## src/rtl/pclk_div_pkg.sv

```systemverilog
package pclk_div_pkg;

    typedef enum logic [1:0] {
        REG_RATIO = 2'd0,
        REG_EDGES = 2'd1,
        REG_CTRL  = 2'd2
    } pclk_reg_e;

    localparam int CTRL_SRC_BIT = 0;
    localparam int CTRL_INV_BIT = 1;

endpackage

```

## src/rtl/pclk_regs.sv

```systemverilog
module pclk_regs
    import pclk_div_pkg::*;
#(
    parameter int DATA_W   = 32,
    parameter int INT_W    = 8,
    parameter int FRAC_W   = 4,
    parameter int EDGE_W   = 9,
    parameter int FALL_LSB = 16
) (
    input  logic                    clk,
    input  logic                    rst_n,
    input  logic                    wr_en,
    input  logic [1:0]              wr_addr,
    input  logic [DATA_W-1:0]       wr_data,
    output logic [INT_W+FRAC_W-1:0] ratio,
    output logic [EDGE_W-1:0]       rise_field,
    output logic [EDGE_W-1:0]       fall_field,
    output logic                    src_ext,
    output logic                    invert
);
    localparam int RATIO_W = INT_W + FRAC_W;
    localparam logic [RATIO_W-1:0] RATIO_RST = RATIO_W'(1) << FRAC_W;

    typedef struct packed {
        logic [RATIO_W-1:0] ratio;
        logic [EDGE_W-1:0]  rise;
        logic [EDGE_W-1:0]  fall;
        logic               src_ext;
        logic               invert;
    } regs_t;

    regs_t r_d, r_q;
    logic  unused_wr_bits;

    assign unused_wr_bits = ^wr_data;

    always_comb begin
        r_d = r_q;
        if (wr_en) begin
            case (pclk_reg_e'(wr_addr))
                REG_RATIO: r_d.ratio = wr_data[RATIO_W-1:0];
                REG_EDGES: begin
                    r_d.rise = wr_data[EDGE_W-1:0];
                    r_d.fall = wr_data[FALL_LSB+EDGE_W-1:FALL_LSB];
                end
                REG_CTRL: begin
                    r_d.src_ext = wr_data[CTRL_SRC_BIT];
                    r_d.invert  = wr_data[CTRL_INV_BIT];
                end
                default: r_d = r_q;
            endcase
        end
    end

    always_ff @(posedge clk) begin
        if (!rst_n) begin
            r_q.ratio   <= RATIO_RST;
            r_q.rise    <= '0;
            r_q.fall    <= '0;
            r_q.src_ext <= 1'b0;
            r_q.invert  <= 1'b0;
        end else begin
            r_q <= r_d;
        end
    end

    assign ratio      = r_q.ratio;
    assign rise_field = r_q.rise;
    assign fall_field = r_q.fall;
    assign src_ext    = r_q.src_ext;
    assign invert     = r_q.invert;

    // the ratio word changes only through a ratio write
    a_r1_ratio_write_only: assert property (@(posedge clk) disable iff (!rst_n)
        !(wr_en && wr_addr == 2'd0) |=> $stable(ratio));

endmodule

```

## src/rtl/pclk_period_calc.sv

```systemverilog
module pclk_period_calc #(
    parameter int INT_W  = 8,
    parameter int FRAC_W = 4
) (
    input  logic [INT_W+FRAC_W-1:0] ratio,
    input  logic [FRAC_W-1:0]       acc_in,
    output logic [FRAC_W-1:0]       acc_out,
    output logic [INT_W:0]          len_out
);
    localparam int LEN_W = INT_W + 1;

    logic [INT_W-1:0]  int_part;
    logic [INT_W-1:0]  int_clamped;
    logic [FRAC_W:0]   frac_sum;

    always_comb begin
        int_part    = ratio[INT_W+FRAC_W-1:FRAC_W];
        int_clamped = (int_part == '0) ? INT_W'(1) : int_part;
        frac_sum    = {1'b0, acc_in} + {1'b0, ratio[FRAC_W-1:0]};
        acc_out     = frac_sum[FRAC_W-1:0];
        len_out     = LEN_W'(int_clamped) + LEN_W'(frac_sum[FRAC_W]);
    end

    // a period is never shorter than one input cycle
    always_comb begin
        a_r3_len_nonzero: assert (len_out != '0);
    end

endmodule

```

## src/rtl/pclk_wave.sv

```systemverilog
module pclk_wave #(
    parameter int INT_W  = 8,
    parameter int FRAC_W = 4,
    parameter int EDGE_W = 9
) (
    input  logic                    clk,
    input  logic                    rst_n,
    input  logic                    adv,
    input  logic [INT_W+FRAC_W-1:0] ratio,
    input  logic [EDGE_W-1:0]       rise_field,
    input  logic [EDGE_W-1:0]       fall_field,
    output logic                    level,
    output logic                    tick
);
    localparam int LEN_W = INT_W + 1;
    localparam int POS_W = EDGE_W - 1;

    typedef struct packed {
        logic [LEN_W-1:0]  cnt;
        logic [LEN_W-1:0]  len;
        logic [FRAC_W-1:0] acc;
        logic [POS_W-1:0]  rise_pos;
        logic [POS_W-1:0]  fall_pos;
        logic              level;
        logic              tick;
    } wave_t;

    wave_t             w_d, w_q;
    logic [FRAC_W-1:0] acc_next;
    logic [LEN_W-1:0]  len_next;
    logic              period_end;
    logic              unused_half_bits;

    assign unused_half_bits = rise_field[0] ^ fall_field[0];

    pclk_period_calc #(
        .INT_W  (INT_W),
        .FRAC_W (FRAC_W)
    ) i_calc (
        .ratio   (ratio),
        .acc_in  (w_q.acc),
        .acc_out (acc_next),
        .len_out (len_next)
    );

    assign period_end = (w_q.cnt == w_q.len - LEN_W'(1));

    always_comb begin
        w_d      = w_q;
        w_d.tick = 1'b0;
        if (adv) begin
            if (period_end) begin
                w_d.cnt      = '0;
                w_d.len      = len_next;
                w_d.acc      = acc_next;
                w_d.rise_pos = rise_field[EDGE_W-1:1];
                w_d.fall_pos = fall_field[EDGE_W-1:1];
            end else begin
                w_d.cnt = w_q.cnt + LEN_W'(1);
            end
            if (w_d.cnt == LEN_W'(w_d.rise_pos)) begin
                w_d.level = 1'b1;
            end else if (w_d.cnt == LEN_W'(w_d.fall_pos)) begin
                w_d.level = 1'b0;
            end
            w_d.tick = w_d.level & ~w_q.level;
        end
    end

    always_ff @(posedge clk) begin
        if (!rst_n) begin
            w_q.cnt      <= '0;
            w_q.len      <= LEN_W'(1);
            w_q.acc      <= '0;
            w_q.rise_pos <= '0;
            w_q.fall_pos <= '0;
            w_q.level    <= 1'b0;
            w_q.tick     <= 1'b0;
        end else begin
            w_q <= w_d;
        end
    end

    assign level = w_q.level;
    assign tick  = w_q.tick;

    // position stays inside the running period
    a_r2_cnt_in_period: assert property (@(posedge clk) disable iff (!rst_n)
        w_q.cnt < w_q.len);

    // tick lasts a single cycle
    a_r8_tick_single: assert property (@(posedge clk) disable iff (!rst_n)
        tick |=> !tick);

    // tick coincides with a high generated clock
    a_r8_tick_with_high: assert property (@(posedge clk) disable iff (!rst_n)
        tick |-> level);

    // without an enable, position and level hold
    a_r10_hold_idle: assert property (@(posedge clk) disable iff (!rst_n)
        !adv |=> ($stable(w_q.cnt) && $stable(level)));

    // period length is frozen until the boundary
    a_r9_len_frozen: assert property (@(posedge clk) disable iff (!rst_n)
        (adv && !period_end) |=> $stable(w_q.len));

endmodule

```

## src/rtl/frac_pix_clk_div.sv

```systemverilog
module frac_pix_clk_div #(
    parameter int DATA_W   = 32,
    parameter int INT_W    = 8,
    parameter int FRAC_W   = 4,
    parameter int EDGE_W   = 9,
    parameter int FALL_LSB = 16
) (
    input  logic              clk,
    input  logic              rst_n,
    input  logic              wr_en,
    input  logic [1:0]        wr_addr,
    input  logic [DATA_W-1:0] wr_data,
    input  logic              ref_int_en,
    input  logic              ref_ext_en,
    output logic              pix_clk,
    output logic              pix_tick
);
    localparam int RATIO_W = INT_W + FRAC_W;

    logic [RATIO_W-1:0] ratio;
    logic [EDGE_W-1:0]  rise_field;
    logic [EDGE_W-1:0]  fall_field;
    logic               src_ext;
    logic               invert;
    logic               adv;
    logic               level;

    pclk_regs #(
        .DATA_W   (DATA_W),
        .INT_W    (INT_W),
        .FRAC_W   (FRAC_W),
        .EDGE_W   (EDGE_W),
        .FALL_LSB (FALL_LSB)
    ) i_regs (
        .clk        (clk),
        .rst_n      (rst_n),
        .wr_en      (wr_en),
        .wr_addr    (wr_addr),
        .wr_data    (wr_data),
        .ratio      (ratio),
        .rise_field (rise_field),
        .fall_field (fall_field),
        .src_ext    (src_ext),
        .invert     (invert)
    );

    assign adv = src_ext ? ref_ext_en : ref_int_en;

    pclk_wave #(
        .INT_W  (INT_W),
        .FRAC_W (FRAC_W),
        .EDGE_W (EDGE_W)
    ) i_wave (
        .clk        (clk),
        .rst_n      (rst_n),
        .adv        (adv),
        .ratio      (ratio),
        .rise_field (rise_field),
        .fall_field (fall_field),
        .level      (level),
        .tick       (pix_tick)
    );

    assign pix_clk = level ^ invert;

    // with both enables low the output clock cannot move
    a_r6_no_enable_no_move: assert property (@(posedge clk) disable iff (!rst_n)
        (!ref_int_en && !ref_ext_en) |=> $stable(level));

endmodule

```

## config.mk

```make
export PLATFORM = sky130hd
export DESIGN_NAME = frac_pix_clk_div
export DESIGN_NICKNAME = d
export VERILOG_FILES = /design/src/rtl/pclk_div_pkg.sv /design/src/rtl/pclk_regs.sv /design/src/rtl/pclk_period_calc.sv /design/src/rtl/pclk_wave.sv /design/src/rtl/frac_pix_clk_div.sv
export SDC_FILE = /design/constraint.sdc
export NUM_CORES = 1
export LEC_CHECK = 0
export ABC_AREA = 1
export ABC_CLOCK_PERIOD_IN_PS = 3200
export CAP_MARGIN = 20
export CORE_MARGIN = 4
export CORE_UTILIZATION = 45
export CTS_CLUSTER_DIAMETER = 80
export CTS_CLUSTER_SIZE = 24
export DETAILED_ROUTE_END_ITERATION = 10
export HOLD_SLACK_MARGIN = 0.02
export PLACE_DENSITY = 0.66
export SLEW_MARGIN = 25
export SYNTH_ARGS = -nofsm -noshare
export SYNTH_HDL_FRONTEND = slang
export SYNTH_SLANG_ARGS = --single-unit
```

## constraint.sdc

```tcl
create_clock -name clk -period 3.2 [get_ports clk]
set_clock_uncertainty 0.05 [all_clocks]
set_input_delay 0.64 -clock clk [delete_from_list [all_inputs] [get_ports clk]]
set_output_delay 0.64 -clock clk [all_outputs]
set_load 0.02 [all_outputs]
```

# Word level (Yosys, flattened, before mapping)
# Index checks and enable logic that the tools add are counted.
# op_classes
n_bitwise	3
addsub	4
n_mux	9
n_eq_ne	6
reduce_logical	7
# op_table
operator	count
$mux W29	2
$eq A9 B8 Y1	2
$mux W9	2
$reduce_and A2 Y1	5
$add A8 B1 Y9	1
$add A9 B1 Y9 const B	1
$eq A9 B9 Y1	1
$sub A9 B1 Y9 const B	1
$logic_not A8 Y1	1
$mux W8	1
$add A4 B4 Y5	1
$mux W1	4
$eq A2 B1 Y1 const B	1
$eq A2 B2 Y1 const B	1
$logic_not A2 Y1	1
$ne A2 B1 Y1 const B	1
$and A1 B1 Y1	1
$not A1 Y1	1
$xor A1 B1 Y1	1
# totals
out_inout_bits	2
word_cells	41
in_bits	39
reg_bits	72

# Longest topological paths before layout
# Gate-level depths: netlist of run 1.
# depth
ltp_word	10
ltp_mapped	23
mapped_depth_nobuf	22

# By module
# A second synthesis of run 1 with hierarchy kept.
# hier_totals
hier_cells	646
area_unflattened_um2	4159.0
# modules_own_cells
module	seq_area_each_um2	cells_per_inst	instances	area_each_um2
pclk_wave	800.8	375	1	2442.3
pclk_regs	640.6	207	1	1362.6
pclk_period_calc	0.0	55	1	320.3
frac_pix_clk_div	0.0	9	1	33.8

# Least setup slack after synthesis of run 1
# Ideal clock, no wire load.
# synth_timing
path_type	register to register
start	register i_wave.w_q[22] in the netlist's numbering
end	register i_wave.level (netlist name)
period_less_slack_ns	2.259
path_buffers	1
arrival_ns	2.094
stages_incl_launch_ff	23
setup_slack_ns	0.941
path_cell_list	dfxtp_1 > inv_2 > ha_1 > inv_1 > nand2_1 > nand2_1 > nor2_2 > nand2_1 > nor2_2 > nand3_2 > nor2_4 > buf_6 > nand2_1 > nand2_1 > nor2_1 > nor2_1 > nand2_1 > nor2_1 > nand2_1 > nand2_1 > nand2_1 > nand2_1 > nand2_1
# synth_between
elab_chain_len	8
elab_cells_between_ends	11
cone_classes	1 x add/sub; 3 x eq/ne; 7 x mux
# synth_rtl
item	line_no	rtl
start: declaration	pclk_wave.sv:28	wave_t w_d, w_q;
start signal: assignment	pclk_wave.sv:80	w_q <= w_d;
$sub A9 B1 Y9 *	pclk_wave.sv:46	assign period_end = (w_q.cnt == w_q.len - LEN_W'(1));
$eq A9 B9 Y1 *	pclk_wave.sv:46	
$mux W9 or $mux W29 (tied branches)	pclk_wave.sv:52	if (period_end) begin
$mux W9 or $mux W29 (tied branches)	pclk_wave.sv:51	if (adv) begin
$eq A9 B8 Y1	pclk_wave.sv:63	end else if (w_d.cnt == LEN_W'(w_d.fall_pos)) begin
$mux W1	pclk_wave.sv:63	
$mux W1 *	pclk_wave.sv:61	if (w_d.cnt == LEN_W'(w_d.rise_pos)) begin
$mux W1 *	pclk_wave.sv:51	
# Mark *: on every way between the ends. The rest lies on a longest branch, timed or not. The select of a mux whose other input is x is not followed.
# A chain may end at the register's enable or synchronous reset.

# Worst setup path after layout of run 1
# layout_timing
start	register i_wave.w_q[22] in the netlist's numbering
end	register i_wave.tick (netlist name)
# layout_between
elab_chain_len	9
elab_cells_between_ends	12
cone_classes	1 x add/sub; 3 x eq/ne; 7 x mux; 1 x bitwise
# layout_rtl
item	line_no	rtl
$sub A9 B1 Y9 *	pclk_wave.sv:46	
$eq A9 B9 Y1 *	pclk_wave.sv:46	
$mux W9 or $mux W29 (tied branches)	pclk_wave.sv:52	
$mux W9 or $mux W29 (tied branches)	pclk_wave.sv:51	
$eq A9 B8 Y1	pclk_wave.sv:63	
$mux W1	pclk_wave.sv:63	
$mux W1 *	pclk_wave.sv:61	
$mux W1 *	pclk_wave.sv:51	
$and A1 B1 Y1 *	pclk_wave.sv:66	w_d.tick = w_d.level & ~w_q.level;
# Marks and branches as above.

==> results of run 1 <==
-- synth_stat cells (all sizes together) --
cell type,n
dfxtp,70
a21oi,35
o211ai,2
xor2,13
clkbuf,14
nor2,87
nand3,29
clkinv,1
fa,1
nand4,5
nand3b,1
o41ai,1
or2,2
xnor2,5
o21bai,3
o21ai,55
nor3,6
a211oi,13
ha,8
inv,78
a221oi,1
o22ai,5
buf,5
nand2,139
-- final cells by class --
type / count / area (um2)
Timing Repair Buffer: 34 / 338
Fill cell: 841 / 3830
Tap cell: 105 / 131
Clock buffer: 10 / 138
Multi-Input combinational cell: 411 / 2040
Inverter: 79 / 297
Clock inverter: 5 / 82.6
Sequential cell: 70 / 1400
-- power breakdown --
group	switching, mW	total (mW)	internal [mW]	leakage (nW)
sequential	0.0691	1.04	0.971	0.571
combinational	0.925	1.46	0.532	1.25
clock	0.341	0.800	0.459	0.113
-- final timing paths --
path / end / startpoint / depth (start not counted) / slack (ns)
max: i_wave.tick$_SDFF_PN0_ / i_wave.w_q[22]$_SDFFE_PN1P_ / 21 / 0.57
max reg2reg: i_wave.tick$_SDFF_PN0_ / i_wave.w_q[22]$_SDFFE_PN1P_ / 21 / 0.57
min reg2reg: i_wave.w_q[7]$_SDFFE_PN0P_ / i_wave.w_q[7]$_SDFFE_PN0P_ / 2 / 0.40
min: i_wave.w_q[7]$_SDFFE_PN0P_ / i_wave.w_q[7]$_SDFFE_PN0P_ / 2 / 0.40
-- worst max-delay path, delay by kind of cell (launching register included) --
kind	cells	cell delay [ns]
buffers and inverters	3	0.28
flip-flops	1	0.36
AO/OA/AOI/OAI	1	0.10
AND/OR/NAND/NOR	16	1.45
adder cells (fa/ha/maj)	1	0.31
-- logic make-up (layout without fill, tap and decap cells) --
logic type	after synthesis	after routing	share of synthesized area, %
and+or+nand+nor	269	269	29.2
AOI/OAI and AO/OA	115	115	16.8
buffers and inverters	98	128	10.2
DFF	70	70	36.6
xor gates and xnor gates	18	18	4.12
adders and majority gates	9	9	3.14
-- stage by stage --
step	instances	utilization [%]
after floorplan	579	-
after global placement	699	50.9
after detailed placement	699	50.9
after CTS	714	53.6
after global routing	714	53.6
final	714	53.6
-- registers in the layout, summed over array words and instances, names as in the netlist --
| register | cells |
|---|---|
| i_wave.w_q | 38 |
| i_regs.ratio | 12 |
| i_regs.fall_field | 8 |
| i_regs.rise_field | 8 |
| i_regs.invert | 1 |
| i_regs.src_ext | 1 |
| i_wave.level | 1 |
| i_wave.tick | 1 |
-- cell usage in the layout (no fill, tap or decap), types with 2 or more instances in the layout --
cell	synthesis	final
inv_1	74	74
xor2_1	13	13
or2_2	2	2
nor3_1	6	6
bufinv_16	0	2
o21ai_0	54	54
nand3_1	27	27
ha_1	8	8
dfxtp_1	70	70
nor2_1	81	81
nand3_2	2	2
nor2_2	4	4
o211ai_1	2	2
xnor2_1	5	5
a211oi_1	13	13
nand2_1	137	137
o22ai_1	5	5
clkdlybuf4s50_1	0	28
nor2_4	2	2
clkbuf_8	0	10
a21oi_1	34	34
nand4_1	5	5
buf_4	1	5
inv_2	4	4
o21bai_1	3	3
-- per-layer routing --
metal | vias to the layer above | part of all wire [%] | global-route usage, %
met4 | 0 | 1.0 | 5.91
met3 | 10 | 3.4 | 2.99
met2 | 53 | 47 | 33.6
li1 | 1907 | - | -
met5 | - | 0 | 0
met1 | 1603 | 49 | 26.8
==> out/metrics.cfg, run 1 <==
[outcome]
status = completed

[logic_synthesis]
ys_top_cells_by_area = dfxtp_1, nand2_1, nor2_1
syn_area_um2 = 3830
seq_area_frac_synth_pct = 36.6
synth_seq_cells = 70
yosysTopAreaCell = dfxtp_1
avgSynthCellArea_um2 = 6.61
syn_inst = 579
syn_nets = 627
synth.top_cell.area_share_pct = 36.6
ys_types = 34
yosys_warnings = 0

[worst_setup_path]
worstPathCellList = inv_2, ha_1, inv_1, nand2_1, nand2_1, nor2_2, nand2_1, nor2_2, nand3_2, nor2_4, buf_12, nor2_1, nand2_1, nand2_1, a21oi_2, nand2_1, nor2_1, nand2_1, nand2_1, nand2_1, nor2_2
crit_path_top_delay_cell = dfxtp_1
critPathKind = reg -> reg
path_common_cell = nand2_1
crit_fanout = 20
cpPeakStageDelay_ns = 0.36
required_ns = 3.44
cp.arrival_ns = 2.88
endpoint_kind = flop
start_kind = flop

[cts]
cts_tree = yes
clock-sinks = 70
cts_setup_buffers = 0
clk_pin_slew_ns = 0.08
cts_buffers = 9
htreeDepth = 3
post_cts_resize_count = 0
cts_hold_buf = 0
cts_max_path_buffers = 2
cts_root_buf = clkbuf_8
clk_latency_ns = 0.35

[timing]
fin_hold_ws_ns = 0.402
final.setup.tns_ns = 0
min_period_over_period_pct = 82.2
timing.final.hold_violations = 0
finalSetupViolCount = 0
fmax_mhz = 380
fin_ws_ns = 0.569
slew_headroom_pct = 48.8
period_minus_slack_ns = 2.63
slew_violations = 0
rsz0062_at_grt = no
max_slew.worst_pin.slew_ns = 0.767

[die]
die_w_um = 100
start_util_pct = 46.4
core-area_um2 = 8260
die_area_um2 = 10100
row_count = 33
fp.dieH_um = 100
io_pins = 41

[global_routing]
antenna_found_initial = 0
grtUsageTotal_pct = 20.1
grt_max_degree = 45
grt_pass1_wl_mm = 16.1
grt_pass1_vias = 3435
overflow = 0

[layout]
finalInstanceArea_um2 = 4430
layout-area-overhead-vs-synth_pct = 15.6
diodes = 0
nNetsFinal = 653
drive_gt1_share_pct = 6.40

[pwr]
p_leak_nw = 1.94
power_mw = 3.30
vdd_drop_max_mv = 0.289
pwr_density_cell_nw_per_um2 = 745

[place]
place_ws_ns = 0.544
port-buffer-count = 28
post_dp_cell_area_um2 = 4210
gp_congestion = 0.909
dpl.hpwl_mm = 7.13

[detailed_routing]
routedWlPerCell_um = 13.2
ant_nets = 0
drtPass1Iterations = 4
drc_errors = 0
route.vias.total = 3573
vias_per_cell = 5.00
drt_wl_total_mm = 9.40
first_iter_violations = 129

[flow_run]
drv_cap = 0

[hold_path]
hold_path_class = reg -> reg

(Power assumes the default switching activity.)
==> inputs of run 2 (changes only) <==
- ABC_CLOCK_PERIOD_IN_PS: 3200 -> 2400
- PLACE_DENSITY: 0.66 -> 0.68
- clock period: 3.2 -> 2.4 ns (I/O delays scaled with it)
==> run 2 against run 1 <==
  * The run now ends with negative setup slack left
  * Largest power group unchanged
  * Die area stayed put
  * Flip-flop and latch count stayed put
  * Core utilization is 7.6 points higher
  * Critical path depth is 2 lower
  * Power is 65% higher
  * Clock power is 29% higher
  * Critical path type unchanged
  * Critical endpoint is now i_wave.w_q[19]$_SDFFE_PN0P_
==> out/metrics.cfg, run 2 (synthesis results as in run 1) <==
[layout]
layout-area-overhead-vs-synth_pct = 32.0
layout_common_cells = nand2_1, nor2_1, inv_1, dfxtp_1, o21ai_0
seq_area_um2 = 1400
drive_gt1_share_pct = 18.3
finalInstanceArea_um2 = 5050
largest-register = i_wave.w_q
reg_top3 = i_wave.w_q: 38 flops, i_regs.ratio: 12 flops
nFillCells = 744
nNetsFinal = 700
diodes = 0
largest_register_ffs = 38
mostFrequentLayoutCell = nand2_1
multiInputGateArea_um2 = 2170

[pwr]
combPwrFrac_pct = 55.7
switching_power_mw = 2.16
vdd_drop_max_mv = 0.412
p_leak_nw = 2.23
swShare_pct = 39.7
pwr_density_cell_nw_per_um2 = 1080
p_int_mw = 3.28
seqPwrFrac_pct = 25.5
clockPowerShare_pct = 18.8

[timing]
slew_violations = 0
final.setup.tns_ns = -0.165
fmax_mhz = 404
min_period_over_period_pct = 103
fin_ws_ns = -0.0737
finalSetupViolCount = 7
rsz0062_at_grt = yes
slew_headroom_pct = 70.5
period_minus_slack_ns = 2.47
max_slew.worst_pin.slew_ns = 0.442
timing.final.hold_violations = 0

[hold_path]
hp-start = i_wave.w_q[7]$_SDFFE_PN0P_
hold_path_depth = 2
hold_path_class = reg -> reg
holdPathEnd = i_wave.w_q[7]$_SDFFE_PN0P_

[worst_setup_path]
crit_path_top_delay_cell = dfxtp_2
critPathKind = reg -> reg
crit_fanout = 10
rr_endpoint = i_wave.w_q[19]$_SDFFE_PN0P_
r2r-start = i_wave.w_q[22]$_SDFFE_PN1P_
endpoint_kind = flop
required_ns = 2.63
path_common_cell = nand2_1
timing.reg2reg.setup_slack_ns = -0.07
cpPeakStageDelay_ns = 0.34
worstPathCellList = inv_2, ha_4, inv_2, nand2_1, nand2_1, nor2_2, nand2_1, nor2_2, nand3_2, buf_6, inv_4, nand2_8, buf_4, nor2_4, buf_6, buf_12, buf_16, o21ai_0, nor2_1
start_kind = flop
cp.arrival_ns = 2.70
r2r_cells = 19

[cts]
cts_hold_buf = 0
cts_root_buf = clkbuf_8
clock-sinks = 70
cts_tree = yes
htreeDepth = 3
cts_buffers = 9
clk_pin_slew_ns = 0.07
cts_max_path_buffers = 2
clk_latency_ns = 0.35

[place]
dpl.hpwl_mm = 7.42
port-buffer-count = 28
post_dp_cell_area_um2 = 4420
gp_congestion = 0.916

[die]
row_count = 33
io_pins = 41
fp.dieH_um = 100
start_util_pct = 46.4
die_w_um = 100
core-area_um2 = 8260
die_area_um2 = 10100

[detailed_routing]
drt_wl_total_mm = 10.5
drc_errors = 0
first_iter_violations = 243
drtPass1Iterations = 5
routedWlPerCell_um = 13.8
route.vias.total = 3832
vias_per_cell = 5.03
ant_nets = 0

[global_routing]
grt_pass1_wl_mm = 16.8
met1_usage_pct = 28.3
grt_pass1_vias = 3597
grtUsageMet3_pct = 3.82
grtUsageTotal_pct = 20.8
grtUsageMet2_pct = 33.2
antenna_found_initial = 0
busiest_layer = met2
grt_max_degree = 45
overflow = 0

[outcome]
violations = negative setup slack
status = finished, violations left

[flow_run]
drv_cap = 0

[run 2: worst max path at each step]
| stage | from | to | slack [ns] | depth (start not counted) |
|---|---|---|---|---|
| after CTS | i_wave.w_q[22]$_SDFFE_PN1P_ | i_wave.level$_SDFFE_PN0P_ | -0.01 | 23 |
| after global routing | i_wave.w_q[23]$_SDFFE_PN0P_ | i_wave.level$_SDFFE_PN0P_ | -0.26 | 22 |
| final | i_wave.w_q[22]$_SDFFE_PN1P_ | i_wave.w_q[19]$_SDFFE_PN0P_ | -0.07 | 19 |
| after global placement | i_wave.w_q[22]$_SDFFE_PN1P_ | i_wave.level$_SDFFE_PN0P_ | -0.08 | 22 |
| after floorplan | i_wave.w_q[22]$_SDFFE_PN1P_ | i_wave.level$_SDFFE_PN0P_ | 0.14 | 22 |
| after detailed placement | i_wave.w_q[23]$_SDFFE_PN0P_ | i_wave.level$_SDFFE_PN0P_ | -0.12 | 22 |
[run 2: routing by layer]
layer	routed length, um	vias to the layer above	part of all wire (%)
met5	0	-	0
met4	175	0	1.7
met3	510	15	4.8
met2	4920	112	47
met1	4940	1708	47
li1	-	1997	-
[run 2: final cells by class]
type | instances | area share, %
inverter | 79 | 6.01
clock inverter | 4 | 1.04
sequential | 70 | 27.8
tap | 105 | 2.60
timing repair buffer | 80 | 16.3
multi-input combinational | 411 | 42.9
clock buffer | 12 | 3.27
timing repair inverter | 1 | 0.0990
[run 2: through the flow]
step / hold slack [ns] / worst slack (ns) / instances / power, mW / utilization [%]
6_report: 0.410 / -0.0737 / 762 / 5.45 / 61.2
5_1_grt: 0.437 / -0.259 / 762 / 5.86 / 61.2
4_1_cts: 0.412 / -0.0139 / 750 / 5.10 / 58.6
3_5_place_dp: 0.400 / -0.119 / 726 / 3.64 / 53.5
3_3_place_gp: 0.395 / -0.0840 / 726 / 3.60 / 53.5
2_1_floorplan: 0.373 / 0.141 / 579 / 2.94 / -
[run 2: what timing repair did]
item | in CTS | in global routing
setup buffers | 7 | 9
resized for setup | 36 | 26
endpoints found under the setup margin | 22 | 30
pin swaps | 22 | 7
cloned | 1 | 3
[run 2: power by group through the flow]
stage / registers, mW / logic (mW) / clock network, mW
2_1_floorplan: 1.39 / 1.55 / 0
3_3_place_gp: 1.41 / 2.20 / 0
3_5_place_dp: 1.41 / 2.23 / 0
4_1_cts: 1.39 / 2.68 / 1.04
5_1_grt: 1.40 / 3.35 / 1.11
6_report: 1.39 / 3.03 / 1.03
[run 2: worst max-delay path: cells and delay by family (launching register included)]
family,cells,cell delay [ns]
AND/OR/NAND/NOR,9,0.84
buffers and inverters,8,0.84
flip-flops,1,0.34
AO/OA/AOI/OAI,1,0.08
adder cells (fa/ha/maj),1,0.26
